===== config.mk =====
export PLATFORM = sky130hd
export DESIGN_NAME = mc_seq_ctrl
export DESIGN_NICKNAME = d
export VERILOG_FILES = /design/src/rtl/mc_seq_pkg.sv /design/src/rtl/mc_seq_next.sv /design/src/rtl/mc_seq_out.sv /design/src/rtl/mc_pc_gate.sv /design/src/rtl/mc_seq_ctrl.sv
export SDC_FILE = /design/constraint.sdc
export NUM_CORES = 1
export LEC_CHECK = 0
export BUFFER_PORTS_ARGS = -buffer_cell sky130_fd_sc_hd__buf_2
export CAP_MARGIN = 5
export CORE_MARGIN = 4
export CORE_UTILIZATION = 25
export CTS_CLUSTER_SIZE = 30
export DETAILED_ROUTE_END_ITERATION = 6
export PLACE_DENSITY = 0.57
export SYNTH_ARGS = -nofsm -noshare
export SYNTH_HDL_FRONTEND = slang
export SYNTH_SLANG_ARGS = --single-unit
export TNS_END_PERCENT = 5

===== constraint.sdc =====
create_clock -name clk_i -period 1.8 [get_ports clk_i]
set_input_delay 0.36 -clock clk_i [delete_from_list [all_inputs] [get_ports clk_i]]
set_output_delay 0.36 -clock clk_i [all_outputs]
set_load 0.02 [all_outputs]

===== src/rtl/mc_seq_pkg.sv =====
package mc_seq_pkg;
  localparam int OP_W  = 7;
  localparam int ST_W  = 4;
  localparam int SEL_W = 2;

  typedef enum logic [ST_W-1:0] {
    ST_FETCH  = 4'd0,
    ST_DECODE = 4'd1,
    ST_MEMADR = 4'd2,
    ST_MEMRD  = 4'd3,
    ST_MEMWB  = 4'd4,
    ST_MEMWR  = 4'd5,
    ST_EXE_R  = 4'd6,
    ST_ALUWB  = 4'd7,
    ST_EXE_I  = 4'd8,
    ST_JAL    = 4'd9,
    ST_BEQ    = 4'd10
  } state_e;

  localparam logic [OP_W-1:0] OP_LOAD  = 7'b0000011;
  localparam logic [OP_W-1:0] OP_STORE = 7'b0100011;
  localparam logic [OP_W-1:0] OP_ALU_R = 7'b0110011;
  localparam logic [OP_W-1:0] OP_ALU_I = 7'b0010011;
  localparam logic [OP_W-1:0] OP_JAL   = 7'b1101111;
  localparam logic [OP_W-1:0] OP_BEQ   = 7'b1100011;

  localparam logic [SEL_W-1:0] A_PC = 2'd0, A_OLDPC = 2'd1, A_REG = 2'd2;
  localparam logic [SEL_W-1:0] B_REG = 2'd0, B_IMM = 2'd1, B_FOUR = 2'd2;
  localparam logic [SEL_W-1:0] OPC_ADD = 2'd0, OPC_SUB = 2'd1, OPC_FN = 2'd2;
  localparam logic [SEL_W-1:0] R_ALUOUT = 2'd0, R_DATA = 2'd1, R_ALURES = 2'd2;

  typedef struct packed {
    logic             adr_sel;
    logic             ir_we;
    logic             pc_upd;
    logic             branch;
    logic             reg_we;
    logic             mem_we;
    logic [SEL_W-1:0] a_sel;
    logic [SEL_W-1:0] b_sel;
    logic [SEL_W-1:0] alu_op;
    logic [SEL_W-1:0] res_sel;
  } ctrl_t;
endpackage


===== src/rtl/mc_seq_next.sv =====
module mc_seq_next
  import mc_seq_pkg::*;
(
  input  state_e          state_i,
  input  logic [OP_W-1:0] opcode_i,
  output state_e          next_o
);
  always_comb begin
    next_o = ST_FETCH;
    unique case (state_i)
      ST_FETCH:  next_o = ST_DECODE;
      ST_DECODE: begin
        unique case (opcode_i)
          OP_LOAD, OP_STORE: next_o = ST_MEMADR;
          OP_ALU_R:          next_o = ST_EXE_R;
          OP_ALU_I:          next_o = ST_EXE_I;
          OP_JAL:            next_o = ST_JAL;
          OP_BEQ:            next_o = ST_BEQ;
          default:           next_o = ST_FETCH; // unknown: abandon quietly
        endcase
      end
      ST_MEMADR: next_o = (opcode_i == OP_LOAD) ? ST_MEMRD : ST_MEMWR;
      ST_MEMRD:  next_o = ST_MEMWB;
      ST_EXE_R,
      ST_EXE_I,
      ST_JAL:    next_o = ST_ALUWB;
      default:   next_o = ST_FETCH;
    endcase
  end
endmodule


===== src/rtl/mc_seq_out.sv =====
module mc_seq_out
  import mc_seq_pkg::*;
(
  input  state_e state_i,
  output ctrl_t  ctrl_o
);
  always_comb begin
    ctrl_o = '0;
    unique case (state_i)
      ST_FETCH: begin
        ctrl_o.ir_we   = 1'b1;
        ctrl_o.pc_upd  = 1'b1;
        ctrl_o.a_sel   = A_PC;
        ctrl_o.b_sel   = B_FOUR;
        ctrl_o.alu_op  = OPC_ADD;
        ctrl_o.res_sel = R_ALURES;
      end
      ST_DECODE: begin
        ctrl_o.a_sel  = A_OLDPC;
        ctrl_o.b_sel  = B_IMM;
        ctrl_o.alu_op = OPC_ADD;
      end
      ST_MEMADR: begin
        ctrl_o.a_sel  = A_REG;
        ctrl_o.b_sel  = B_IMM;
        ctrl_o.alu_op = OPC_ADD;
      end
      ST_MEMRD: begin
        ctrl_o.adr_sel = 1'b1;
        ctrl_o.res_sel = R_ALUOUT;
      end
      ST_MEMWB: begin
        ctrl_o.reg_we  = 1'b1;
        ctrl_o.res_sel = R_DATA;
      end
      ST_MEMWR: begin
        ctrl_o.adr_sel = 1'b1;
        ctrl_o.mem_we  = 1'b1;
        ctrl_o.res_sel = R_ALUOUT;
      end
      ST_EXE_R: begin
        ctrl_o.a_sel  = A_REG;
        ctrl_o.b_sel  = B_REG;
        ctrl_o.alu_op = OPC_FN;
      end
      ST_ALUWB: begin
        ctrl_o.reg_we  = 1'b1;
        ctrl_o.res_sel = R_ALUOUT;
      end
      ST_EXE_I: begin
        ctrl_o.a_sel  = A_REG;
        ctrl_o.b_sel  = B_IMM;
        ctrl_o.alu_op = OPC_FN;
      end
      ST_JAL: begin
        ctrl_o.pc_upd  = 1'b1;
        ctrl_o.a_sel   = A_OLDPC;
        ctrl_o.b_sel   = B_FOUR;
        ctrl_o.alu_op  = OPC_ADD;
        ctrl_o.res_sel = R_ALUOUT;
      end
      ST_BEQ: begin
        ctrl_o.branch  = 1'b1;
        ctrl_o.a_sel   = A_REG;
        ctrl_o.b_sel   = B_REG;
        ctrl_o.alu_op  = OPC_SUB;
        ctrl_o.res_sel = R_ALUOUT;
      end
      default: ctrl_o = '0;
    endcase
  end
endmodule


===== src/rtl/mc_pc_gate.sv =====
module mc_pc_gate (
  input  logic pc_upd_i,
  input  logic branch_i,
  input  logic zero_i,
  output logic pc_we_o
);
  assign pc_we_o = pc_upd_i | (branch_i & zero_i);
endmodule


===== src/rtl/mc_seq_ctrl.sv =====
module mc_seq_ctrl
  import mc_seq_pkg::*;
(
  input  logic             clk_i,
  input  logic             rst_ni,
  input  logic [OP_W-1:0]  opcode_i,
  input  logic             zero_i,
  output logic             adr_sel_o,
  output logic             ir_we_o,
  output logic             pc_upd_o,
  output logic             branch_o,
  output logic             reg_we_o,
  output logic             mem_we_o,
  output logic [SEL_W-1:0] alu_a_sel_o,
  output logic [SEL_W-1:0] alu_b_sel_o,
  output logic [SEL_W-1:0] alu_op_o,
  output logic [SEL_W-1:0] res_sel_o,
  output logic             pc_we_o,
  output logic [ST_W-1:0]  state_o
);
  state_e state_q, state_d;
  ctrl_t  ctrl;

  always_ff @(posedge clk_i or negedge rst_ni) begin
    if (!rst_ni) state_q <= ST_FETCH;
    else         state_q <= state_d;
  end

  mc_seq_next u_next (
    .state_i  (state_q),
    .opcode_i (opcode_i),
    .next_o   (state_d)
  );

  mc_seq_out u_out (
    .state_i (state_q),
    .ctrl_o  (ctrl)
  );

  mc_pc_gate u_gate (
    .pc_upd_i (ctrl.pc_upd),
    .branch_i (ctrl.branch),
    .zero_i   (zero_i),
    .pc_we_o  (pc_we_o)
  );

  assign adr_sel_o   = ctrl.adr_sel;
  assign ir_we_o     = ctrl.ir_we;
  assign pc_upd_o    = ctrl.pc_upd;
  assign branch_o    = ctrl.branch;
  assign reg_we_o    = ctrl.reg_we;
  assign mem_we_o    = ctrl.mem_we;
  assign alu_a_sel_o = ctrl.a_sel;
  assign alu_b_sel_o = ctrl.b_sel;
  assign alu_op_o    = ctrl.alu_op;
  assign res_sel_o   = ctrl.res_sel;
  assign state_o     = state_q;
endmodule


# Yosys cells after proc, flatten, opt, wreduce, memory -nomap -nowiden

Index checks and enable logic that the tools add are counted.
W data, S select, Z words.

Register bits: 4
Latch bits: 0
Bits in writable memories: 0
ROM bits: 0
Bits of input ports: 10
Output and inout port bits: 19
Logic and storage cells: 36
Memories: 0

$add $sub $neg: 0
Multiply operators: 0
Div/mod/pow operators: 0
Magnitude comparators: 0
Equal/unequal tests: 16
Shift-type cells: 0
Multiplexer cells: 11
Bitwise logic cells: 2
Reductions and logical operators: 6

Operator list:

| cell                 | number |
|---|---|
| $pmux W6 S7          | 1 |
| $pmux W4 S5          | 2 |
| $eq A4 B3 Y1 const B | 4 |
| $eq A7 B6 Y1 const B | 2 |
| $eq A7 B7 Y1 const B | 2 |
| $eq A4 B4 Y1 const B | 3 |
| $eq A4 B2 Y1 const B | 2 |
| $reduce_or A2 Y1     | 4 |
| $eq A7 B2 Y1 const B | 1 |
| $eq A7 B5 Y1 const B | 1 |
| $mux W1              | 6 |
| $eq A4 B1 Y1 const B | 1 |
| $logic_not A4 Y1     | 1 |
| $pmux W2 S2          | 1 |
| $mux W3              | 1 |
| $reduce_or A3 Y1     | 1 |
| $and A1 B1 Y1        | 1 |
| $or A1 B1 Y1         | 1 |

# Longest topological paths before layout

Gate-level depths: netlist of the first run.

Depth after elaboration: 4
Gate-level depth with buffers: 5
Gate-level depth less buffers: 4

# By module

A second synthesis of the first run with hierarchy kept.

Cell total of the unflattened synthesis: 62
Area, all modules: 480.5 um^2

By module, submodules not included:

| module      | instances | cells each | area each (um^2) | seq. area each (um^2) |
|---|---|---|---|---|
| mc_seq_out  | 1         | 28         | 188.9            | 0.0 |
| mc_seq_next | 1         | 29         | 183.9            | 0.0 |
| mc_seq_ctrl | 1         | 4          | 100.1            | 100.1 |
| mc_pc_gate  | 1         | 1          | 7.5              | 0.0 |

# Least setup slack after synthesis of the first run

Ideal clock, no wire load.

Path type: register to output
From: register state_q[0], in the netlist state_o[0]
To: output res_sel_o[1]
Arrival time: 1.896 ns
Required time: 1.440 ns
Slack: -0.456 ns
Cell stages (with the launch flop): 5
Buffers on the path: 3
Cells stage by stage: dfrtp_1 buf_4 clkbuf_1 nor4_1 buf_4

Cells in the longest elaborated chain, start to end: 2
Elaborated cells on any way between the ends: 3
Those cells by class: eq/ne (1); mux (1); reduce/logical (1)

RTL lines:

| what                                             | line              | RTL |
|---|---|---|
| from (decl)                                      | mc_seq_ctrl.sv:21 | `state_e state_q, state_d;` |
| from (signal assigned)                           | mc_seq_ctrl.sv:26 | `else state_q <= state_d;` |
| $eq A4 B3 Y1 or $logic_not A4 Y1 (tied branches) | mc_seq_out.sv:9   | `unique case (state_i)` |
| $pmux W2 S2 *                                    | mc_seq_out.sv:9   |  |
| to (decl)                                        | mc_seq_ctrl.sv:17 | `output logic [SEL_W-1:0] res_sel_o,` |

Every way passes the cells marked *; elsewhere a longest branch is shown, timed or not.

# Worst setup path in the final report of the first run

From: register state_q[1], in the netlist state_o[1]
To: output adr_sel_o

Cells in the longest elaborated chain, start to end: 3
Elaborated cells on any way between the ends: 4
Those cells by class: eq/ne (2); mux (1); reduce/logical (1)

RTL lines:

| what                                         | line             | RTL |
|---|---|---|
| $eq A4 B2 Y1 or $eq A4 B3 Y1 (tied branches) | mc_seq_out.sv:9  |  |
| $reduce_or A2 Y1 (no source line) *          | -                |  |
| $mux W1 *                                    | mc_seq_out.sv:9  |  |
| to (decl)                                    | mc_seq_ctrl.sv:8 | `output logic adr_sel_o,` |

Marked as above.

==> results of run 1 <==
-- power by group through the flow --
stage | clock [W] | sequential, W | combinational (W)
after detailed placement | 0 | 0.000144 | 0.000493
after CTS | 0.000114 | 0.000143 | 0.000496
final | 0.000110 | 0.000150 | 0.000504
after global routing | 0.000131 | 0.000153 | 0.000548
after global placement | 0 | 0.000144 | 0.000486
after floorplan | 0 | 0.000134 | 0.000358
-- layer usage --
metal	global-route usage [%]	wire length, µm	up-vias
li1	-	-	299
met4	8.07	0	0
met5	0	0	-
met1	11.1	548	251
met2	18.0	659	16
met3	3.79	97	0
-- worst min-delay path by stage --
stage,to,slack (ns)
global route,state_o[2],0.47
detailed placement,state_o[3],0.17
global placement,state_o[3],0.17
floorplan,state_o[0],0.06
finish,state_o[3],0.46
CTS,state_o[3],0.45
-- cell families (layout without fill, tap and decap cells) --
kind of cell / count (synthesis) / after routing / synth area share, %
compound gates: 16 / 16 / 21.7
xor+xnor: 3 / 3 / 5.69
fa+ha+maj: 1 / 1 / 2.17
buf+inv: 9 / 40 / 10.8
flops: 4 / 4 / 21.7
simple gates: 34 / 34 / 37.9
-- critical path, delay by kind of cell, from the launching register on --
| family | cells | cell delay (ns) |
|---|---|---|
| XOR/XNOR | 1 | 0.11 |
| buffers and inverters | 2 | 0.38 |
| flip-flops | 1 | 0.49 |
| AND/OR/NAND/NOR | 1 | 0.16 |
-- layout make-up --
type	instances	area share, %
timing repair buffer	34	27.0
multi-input combinational	54	49.3
tap	25	4.43
clock buffer	3	3.19
sequential	4	14.5
inverter	3	1.60
-- cells in the final DEF (no fill, tap or decap), types with 2 or more instances in the layout --
cell type	Yosys	final
a21o_1	2	2
a21oi_1	5	4
buf_2	1	27
buf_4	4	6
clkbuf_4	0	3
dfrtp_1	4	2
dfrtp_2	0	2
inv_1	3	3
nand2_1	6	6
nand3_1	2	2
nor2_1	11	10
nor3_1	4	3
nor3_2	1	2
nor3b_1	2	2
o211ai_1	3	3
o21ai_1	2	2
xnor2_1	2	2
-- per-stage QoR --
stage | setup TNS [ns] | cell area (µm²) | cells | setup WS, ns
after floorplan | -0.137 | 482 | 67 | -0.0767
after global placement | 0 | 652 | 119 | 0.260
after detailed placement | 0 | 652 | 119 | 0.234
after CTS | 0 | 686 | 123 | 0.0369
after global routing | -0.0309 | 706 | 123 | -0.0113
final | 0 | 706 | 123 | 0.0634
-- synth_stat cells, drive strengths merged --
cell | number | share of area, %
a211oi | 1 | 1.6
maj3 | 1 | 2.2
xnor2 | 2 | 3.8
dfrtp | 4 | 22
nor2 | 11 | 8.9
a21oi | 5 | 5.4
buf | 5 | 7.6
or2 | 1 | 1.4
inv | 3 | 2.4
a21o | 2 | 3.3
nand4 | 1 | 1.4
o211ai | 3 | 4.9
a21boi | 1 | 1.6
nand2 | 7 | 6.2
nor4 | 2 | 2.7
clkbuf | 1 | 0.81
nor3 | 5 | 6.5
or4 | 1 | 2.4
nor3b | 2 | 3.3
o21ai | 3 | 3.3
nand2b | 1 | 1.4
xor2 | 1 | 1.9
nand3 | 2 | 2.2
nand3b | 1 | 1.6
o21bai | 1 | 1.6
-- repair_timing --
item                                    CTS  global route
hold endpoints to repair                  4             0
endpoints found under the setup margin    2             6
resized for setup                         1             6
hold buffers                              1             0
==> impl_metrics.ini, run 1 <==
[setup_path]
end_kind = primary output
worstPathArrival_ns = 1.38
cp-start-kind = flop
critPathSlowestCell = dfrtp_2
cp_max_fo = 14
r2r_end = state_o[2]
critPathRequiredTime_ns = 1.44
r2r_cells = 4
crit_type = reg2out
r2r-start = state_o[1]
reg2reg_slack_ns = 0.33
crit_end = adr_sel_o
worstSetupStartpoint = state_o[1]
path_cells = buf_4 > xnor2_1 > nor3b_1 > buf_2
critPathMaxStageDelay_ns = 0.49

[floorplan]
dieHeight_um = 51.0
fp-row-count = 15
core-area_um2 = 1750
ios = 29
die_width_um = 51.0
initial_core_util_pct = 26.5
dieArea_um2 = 2600

[placed_design]
place.gp.congestion = 0.767
numPortBuffers = 28
place_hpwl_um = 1040

[timing]
max_slew.worst_pin.slew_ns = 0.348
fin_hold_ws_ns = 0.463
fmax_mhz = 576
relSlewSlack_pct = 76.6
finalSetupViolCount = 0
post-route-period-util_pct = 96.5
period_needed_ns = 1.74
rsz0062_at_grt = true
slew_viol_final = 0
finalClockSkew_ns = 0.00151
finalHoldViolations = 0

[global_routing]
grt_pass1_vias = 513
grt_pass1_wl_um = 2140
grt_use_total_pct = 10.8
antenna_found_initial = 0
grt_max_degree = 15
grt_overflow = 0

[drt]
drt_iter0_drc = 10
dr_total_vias = 566
wl_um = 1310
vias_per_cell = 4.60
drcViolationCount = 0
first_pass_iters = 4
antenna_left = 0
wl_per_cell_um = 10.6

[clock_network]
cts_tree = yes
clock_latency_ns = 0.23
clkTransAtPathRegs_ns = 0.04
postCtsSetupBuffers = 0
clock-sinks = 4
cts-root-buf = clkbuf_4
cts_inserted_buffers = 3
clk_path_buf_depth = 2
htreeDepth = 1

[cells_and_area]
largest_register_ffs = 4
area_growth_pct = 52.8
fin_nets = 110
fillers = 197
num_antenna_cells = 0
regArea_um2 = 103
drive_gt1_share_pct = 48.0
utilization_pct = 40.4
multi_input_area_um2 = 348

[power_and_ir_drop]
sequentialPowerShare_pct = 19.6
p_sw_share_pct = 49.3
power_w = 0.000764
switchingPower_w = 0.000377
power_density_nw_per_um2 = 1080
clkPwrFrac_pct = 14.5
leakagePower_nw = 0.329
peakVddDrop_mv = 0.426
p_int_w = 0.000387
p_comb_share_pct = 65.9

[hold_path]
hold_path_depth = 4
holdCritStartpoint = opcode_i[2]
hold_class = in2reg

[logic_synthesis]
yosysWarnings = 0
ys_ff_latch = 4
syn_area_um2 = 462
syn_nets = 77
yosysUniqueCellTypes = 29
syn_avg_cell_area_um2 = 6.89
syn-instance-count = 67
ys_seq_area_share_pct = 21.7

[outcome]
status = completed

[flow_run]
drv_cap = 0
(Power assumes the default switching activity.)
==> inputs of run 2 (changes only) <==
--- a/config.mk
+++ b/config.mk
@@ -11,8 +11,9 @@
 export CORE_UTILIZATION = 25
 export CTS_CLUSTER_SIZE = 30
 export DETAILED_ROUTE_END_ITERATION = 6
-export PLACE_DENSITY = 0.57
+export PLACE_DENSITY = 0.56
 export SYNTH_ARGS = -nofsm -noshare
 export SYNTH_HDL_FRONTEND = slang
+export SYNTH_HIERARCHICAL = 1
 export SYNTH_SLANG_ARGS = --single-unit
 export TNS_END_PERCENT = 5
==> impl_metrics.ini, run 2 <==
[drt]
wl_per_cell_um = 11.0
drt_iter0_drc = 12
dr_total_vias = 565
antenna_left = 0
first_pass_iters = 4
vias_per_cell = 4.75
wl_um = 1310
drcViolationCount = 0

[logic_synthesis]
yosysUniqueCellTypes = 30
yosysWarnings = 6
async_flop_share_pct = 100
ys_ff_latch = 4
netlist.area_leader.share_pct = 20.8
yosysMostFrequentCell = nor3b_1
yosysTopAreaCell = dfrtp_1
synth_edf_count = 0
syn-instance-count = 62
ys_seq_area_share_pct = 20.8
synth_common_cells = nor3b_1 (8), nor2_1 (5), dfrtp_1 (4)
ys_top_cells_by_area = dfrtp_1 (21%), nor3b_1 (13%), nand2b_1 (3.9%), nor2_1 (3.9%), xnor2_1 (3.6%)
syn_nets = 72
synth_ff_type = dfrtp_1
syn_avg_cell_area_um2 = 7.75
syn_area_um2 = 480

[clock_network]
clock-sinks = 4
cts_inserted_buffers = 3
clk_path_buf_depth = 2
cts-root-buf = clkbuf_4
cts_tree = yes
clock_latency_ns = 0.23
clkTransAtPathRegs_ns = 0.04
htreeDepth = 1
postCtsSetupBuffers = 0

[placed_design]
place_hpwl_um = 1010
numPortBuffers = 28
place.gp.congestion = 0.692

[global_routing]
grt_max_degree = 16
grt_overflow = 0
grt_use_total_pct = 10.2
grt_pass1_wl_um = 2100
grt_pass1_vias = 515
antenna_found_initial = 0

[cells_and_area]
final_common_cell = buf_2
fin_nets = 106
num_antenna_cells = 0
drive_gt1_share_pct = 45.7
final_cell_mix = buf_2 (26), buf_4 (7), nor3b_1 (7), nor2_1 (5)
area_growth_pct = 50.8
largest_register_ffs = 4

[hold_path]
hold_class = in2reg

[timing]
post-route-period-util_pct = 97.3
fmax_mhz = 571
finalHoldViolations = 0
slew_viol_final = 0
finalSetupViolCount = 0
relSlewSlack_pct = 77.9
finalClockSkew_ns = 0.000863
rsz0062_at_grt = true
fin_hold_ws_ns = 0.384
period_needed_ns = 1.75
max_slew.worst_pin.slew_ns = 0.331

[power_and_ir_drop]
peakVddDrop_mv = 0.259
leakagePower_nw = 0.343
power_density_nw_per_um2 = 1050
power_w = 0.000759

[setup_path]
end_kind = primary output
critPathSlowestCell = dfrtp_2
crit_buf_inv = 1
critPathMaxStageDelay_ns = 0.46
reg2reg_slack_ns = 0.34
cp-start-kind = flop
worstPathArrival_ns = 1.39
path_cells = xnor2_1 > nor3b_2 > a21o_1 > buf_2
crit_type = reg2out
critPathRequiredTime_ns = 1.44
path_delay_family = flip-flops
cp_max_fo = 9

[flow_run]
drv_cap = 0

[floorplan]
initial_core_util_pct = 26.9
ios = 29
die_width_um = 51.8
dieArea_um2 = 2690
core-area_um2 = 1780
dieHeight_um = 51.8
fp-row-count = 15

[outcome]
status = completed
run 2: cell types whose count changed after synthesis, sizes merged, moves of 2 or more:
cell / delta
o211ai: -3
and3b: +2
a21oi: -2
nand2: -4
a31oi: +2
nor3b: +6
o21ai: -2
nor2: -6
nor3: -2
nand2b: +2
run 2: logic make-up (layout without fill, tap and decap cells):
logic type	after synthesis	after routing	share of synthesized area [%]
simple gates	35	35	46.1
compound gates	13	13	18.5
buf+inv	7	39	9.11
flops	4	4	20.8
xor+xnor	3	3	5.47
run 2: metal layers:
metal  share of wire (%)  track usage (%)  vias up
met1                  43             12.2      249
li1                    -                -      297
met5                   0                0        -
met2                  51             17.2       19
met3                 5.5                0        0
met4                   0             7.86        0
run 2: report_power, final:
part / internal [W] / switching [W] / leakage, nW / total, W
Clock: 0.0000744 / 0.0000346 / 0.0138 / 0.000109
Sequential: 0.000105 / 0.0000312 / 0.0502 / 0.000137
Combinational: 0.000202 / 0.000311 / 0.279 / 0.000514
run 2: worst paths after layout:
check / start / to / depth (start not counted)
max reg2reg: state_o[0] / state_o[2] / 4
min: opcode_i[0] / state_o[3] / 3
min reg2reg: state_o[3] / state_o[3] / 2
max: state_o[3] / pc_we_o / 4
min in group asynchronous: rst_ni / state_o[0] / 2
max in group asynchronous: rst_ni / state_o[2] / 2
run 2: metrics by stage:
step	cells	area [µm²]	util (%)	worst slack (ns)	TNS [ns]
finish	119	724	40.6	0.0490	0
global route	119	724	40.6	-0.0272	-0.0864
CTS	119	708	39.7	0.0158	0
detailed placement	115	676	37.9	0.270	0
global placement	115	676	37.9	0.303	0
floorplan	62	503	-	-0.0685	-0.173
run 2: repair_timing:
action / CTS / global route
hold buffers: 1 / 0
endpoints found under the setup margin: 0 / 5
hold endpoints to repair: 4 / 0
gates resized for setup: 0 / 5
run 2: tightest hold or removal path: stages:
cell and delay (ns):
buf_2 0.11, nand2_1 0.06, a2111oi_1 0.05
run 2: final cells by class:
cell class	count	area, µm²
Inverter	2	7.51
Tap cell	25	31.3
Fill cell	186	1060
Multi-Input combinational cell	51	368
Clock buffer	3	22.5
Timing Repair Buffer	34	193
Sequential cell	4	103
==> inputs of run 3 (changes only) <==
--- a/config.mk
+++ b/config.mk
@@ -11,7 +11,6 @@
 export CORE_UTILIZATION = 25
 export CTS_CLUSTER_SIZE = 30
 export DETAILED_ROUTE_END_ITERATION = 6
-export PLACE_DENSITY = 0.56
 export SYNTH_ARGS = -nofsm -noshare
 export SYNTH_HDL_FRONTEND = slang
 export SYNTH_HIERARCHICAL = 1
==> constraint.sdc (replaced) <==
create_clock -name clk_i -period 1.6 [get_ports clk_i]
set_input_delay 0.32 -clock clk_i [delete_from_list [all_inputs] [get_ports clk_i]]
set_output_delay 0.32 -clock clk_i [all_outputs]
set_load 0.02 [all_outputs]
==> impl_metrics.ini, run 3 (same netlist as run 2, synthesis figures left out) <==
[global_routing]
grt_max_degree = 11
met3_usage_pct = 2.87
grt_pass1_wl_um = 1990
grt_util_met2_pct = 17.4
use_met1_pct = 9.93
busiest_layer = met2
grt_use_total_pct = 9.69
grt_overflow = 0
antenna_found_initial = 0
grt_pass1_vias = 513

[cells_and_area]
stdcell_count = 129
fin_nets = 116
fillers = 178
drive_gt1_share_pct = 56.7
num_antenna_cells = 0
final_cell_mix = buf_4 (21), buf_2 (16), buf_6 (6), nor2_1 (5), nor3b_1 (4)
final_common_cell = buf_4
largest_register_ffs = 4
area_growth_pct = 84.4

[floorplan]
dieHeight_um = 51.8
dieArea_um2 = 2690
die_width_um = 51.8
core-area_um2 = 1780
ios = 29
initial_core_util_pct = 26.9
fp-row-count = 15

[placed_design]
place.gp.congestion = 0.720
place_hpwl_um = 1070
numPortBuffers = 28
place_inst = 118

[drt]
first_pass_iters = 3
vias_per_cell = 4.78
wl_per_cell_um = 10.9
wl_um = 1410
antenna_left = 0
drt_iter0_drc = 2
drcViolationCount = 0
dr_total_vias = 616

[timing]
rsz0062_at_grt = true
fmax_mhz = 591
period_needed_ns = 1.69
fin_ws_ns = -0.0923
max_slew.worst_pin.slew_ns = 0.309
fin_hold_ws_ns = 0.337
post-route-period-util_pct = 106
relSlewSlack_pct = 79.2
slew_viol_final = 0
finalHoldViolations = 0
finalClockSkew_ns = 0.000576
finalSetupViolCount = 5

[clock_network]
cts_inserted_buffers = 3
clk_path_buf_depth = 2
clock-sinks = 4
cts_tree = yes
clock_latency_ns = 0.23
cts-root-buf = clkbuf_4
clkTransAtPathRegs_ns = 0.03
htreeDepth = 1

[power_and_ir_drop]
power_density_nw_per_um2 = 1130
p_sw_share_pct = 44.7
power_w = 0.000997
sequentialPowerShare_pct = 14.5
p_int_w = 0.000551
p_comb_share_pct = 73.5
clkPwrFrac_pct = 12.0
leakagePower_nw = 0.422
peakVddDrop_mv = 0.468
switchingPower_w = 0.000446

[setup_path]
critPathRequiredTime_ns = 1.28
crit_type = reg2out
cp_max_fo = 4
cp-start-kind = flop
worstPathArrival_ns = 1.37
end_kind = primary output

[outcome]
status = finished with violations
violations = negative setup slack

[hold_path]
hold_class = in2reg

[flow_run]
drv_cap = 0
run 3: cell count changes in the layout (fill, tap and decap cells not counted), moves of 2 or more:
cell,previous run,this run
nor3b_2,1,3
nor3b_1,7,4
buf_2,26,16
buf_4,7,21
buf_6,0,6
run 3: per-stage QoR:
stage	TNS [ns]	setup slack [ns]	utilization, %	area [µm²]
5_1_grt	-0.838	-0.126	49.7	886
3_3_place_gp	0	0.132	41.1	733
4_1_cts	-0.232	-0.0566	45.2	806
2_1_floorplan	-0.912	-0.161	-	538
3_5_place_dp	0	0.111	41.1	733
6_report	-0.185	-0.0923	49.7	886
run 3: final timing paths:
check	startpoint	to	slack, ns	cells past startpoint
max reg2reg	state_o[1]	state_o[3]	0.14	5
max	state_o[3]	alu_op_o[1]	-0.09	4
max in group asynchronous	rst_ni	state_o[1]	1.04	2
min	opcode_i[0]	state_o[3]	0.34	3
min in group asynchronous	rst_ni	state_o[0]	0.43	2
min reg2reg	state_o[0]	state_o[0]	0.73	2
run 3: final cells by class:
cell class	instances	area [µm²]	share of cell area [%]
Inverter	2	7.51	0.847
Clock buffer	3	22.5	2.54
Timing Repair Buffer	44	315	35.6
Tap cell	25	31.3	3.53
Sequential cell	4	103	11.6
Multi-Input combinational cell	51	407	45.9
run 3: power by group through the flow:
stage	logic (W)	registers [W]	clock network, W
2_1_floorplan	0.000421	0.000177	0
3_3_place_gp	0.000629	0.000145	0
3_5_place_dp	0.000638	0.000146	0
4_1_cts	0.000666	0.000144	0.000126
5_1_grt	0.000782	0.000148	0.000132
6_report	0.000733	0.000145	0.000120
run 3: repair_timing:
| action | 4_1_cts | 5_1_grt |
|---|---|---|
| gates resized for setup | 4 | 20 |
| hold buffers | 1 | 0 |
| endpoints found under the setup margin | 9 | 14 |
| buffers inserted | 4 | 3 |
| pin swaps | 1 | 5 |
| endpoints found under the hold margin | 4 | 0 |
run 3: metal layers:
layer | part of all wire [%] | wire length [µm]
met3 | 8.4 | 118
met1 | 39 | 553
met4 | 1.1 | 15
met5 | 0 | 0
met2 | 51 | 720
run 3: critical path, cell delays in order (launching register included):
cell and delay [ns]:
dfrtp_2 0.40, buf_6 0.12, or3b_1 0.34, a21oi_1 0.13, buf_4 0.16
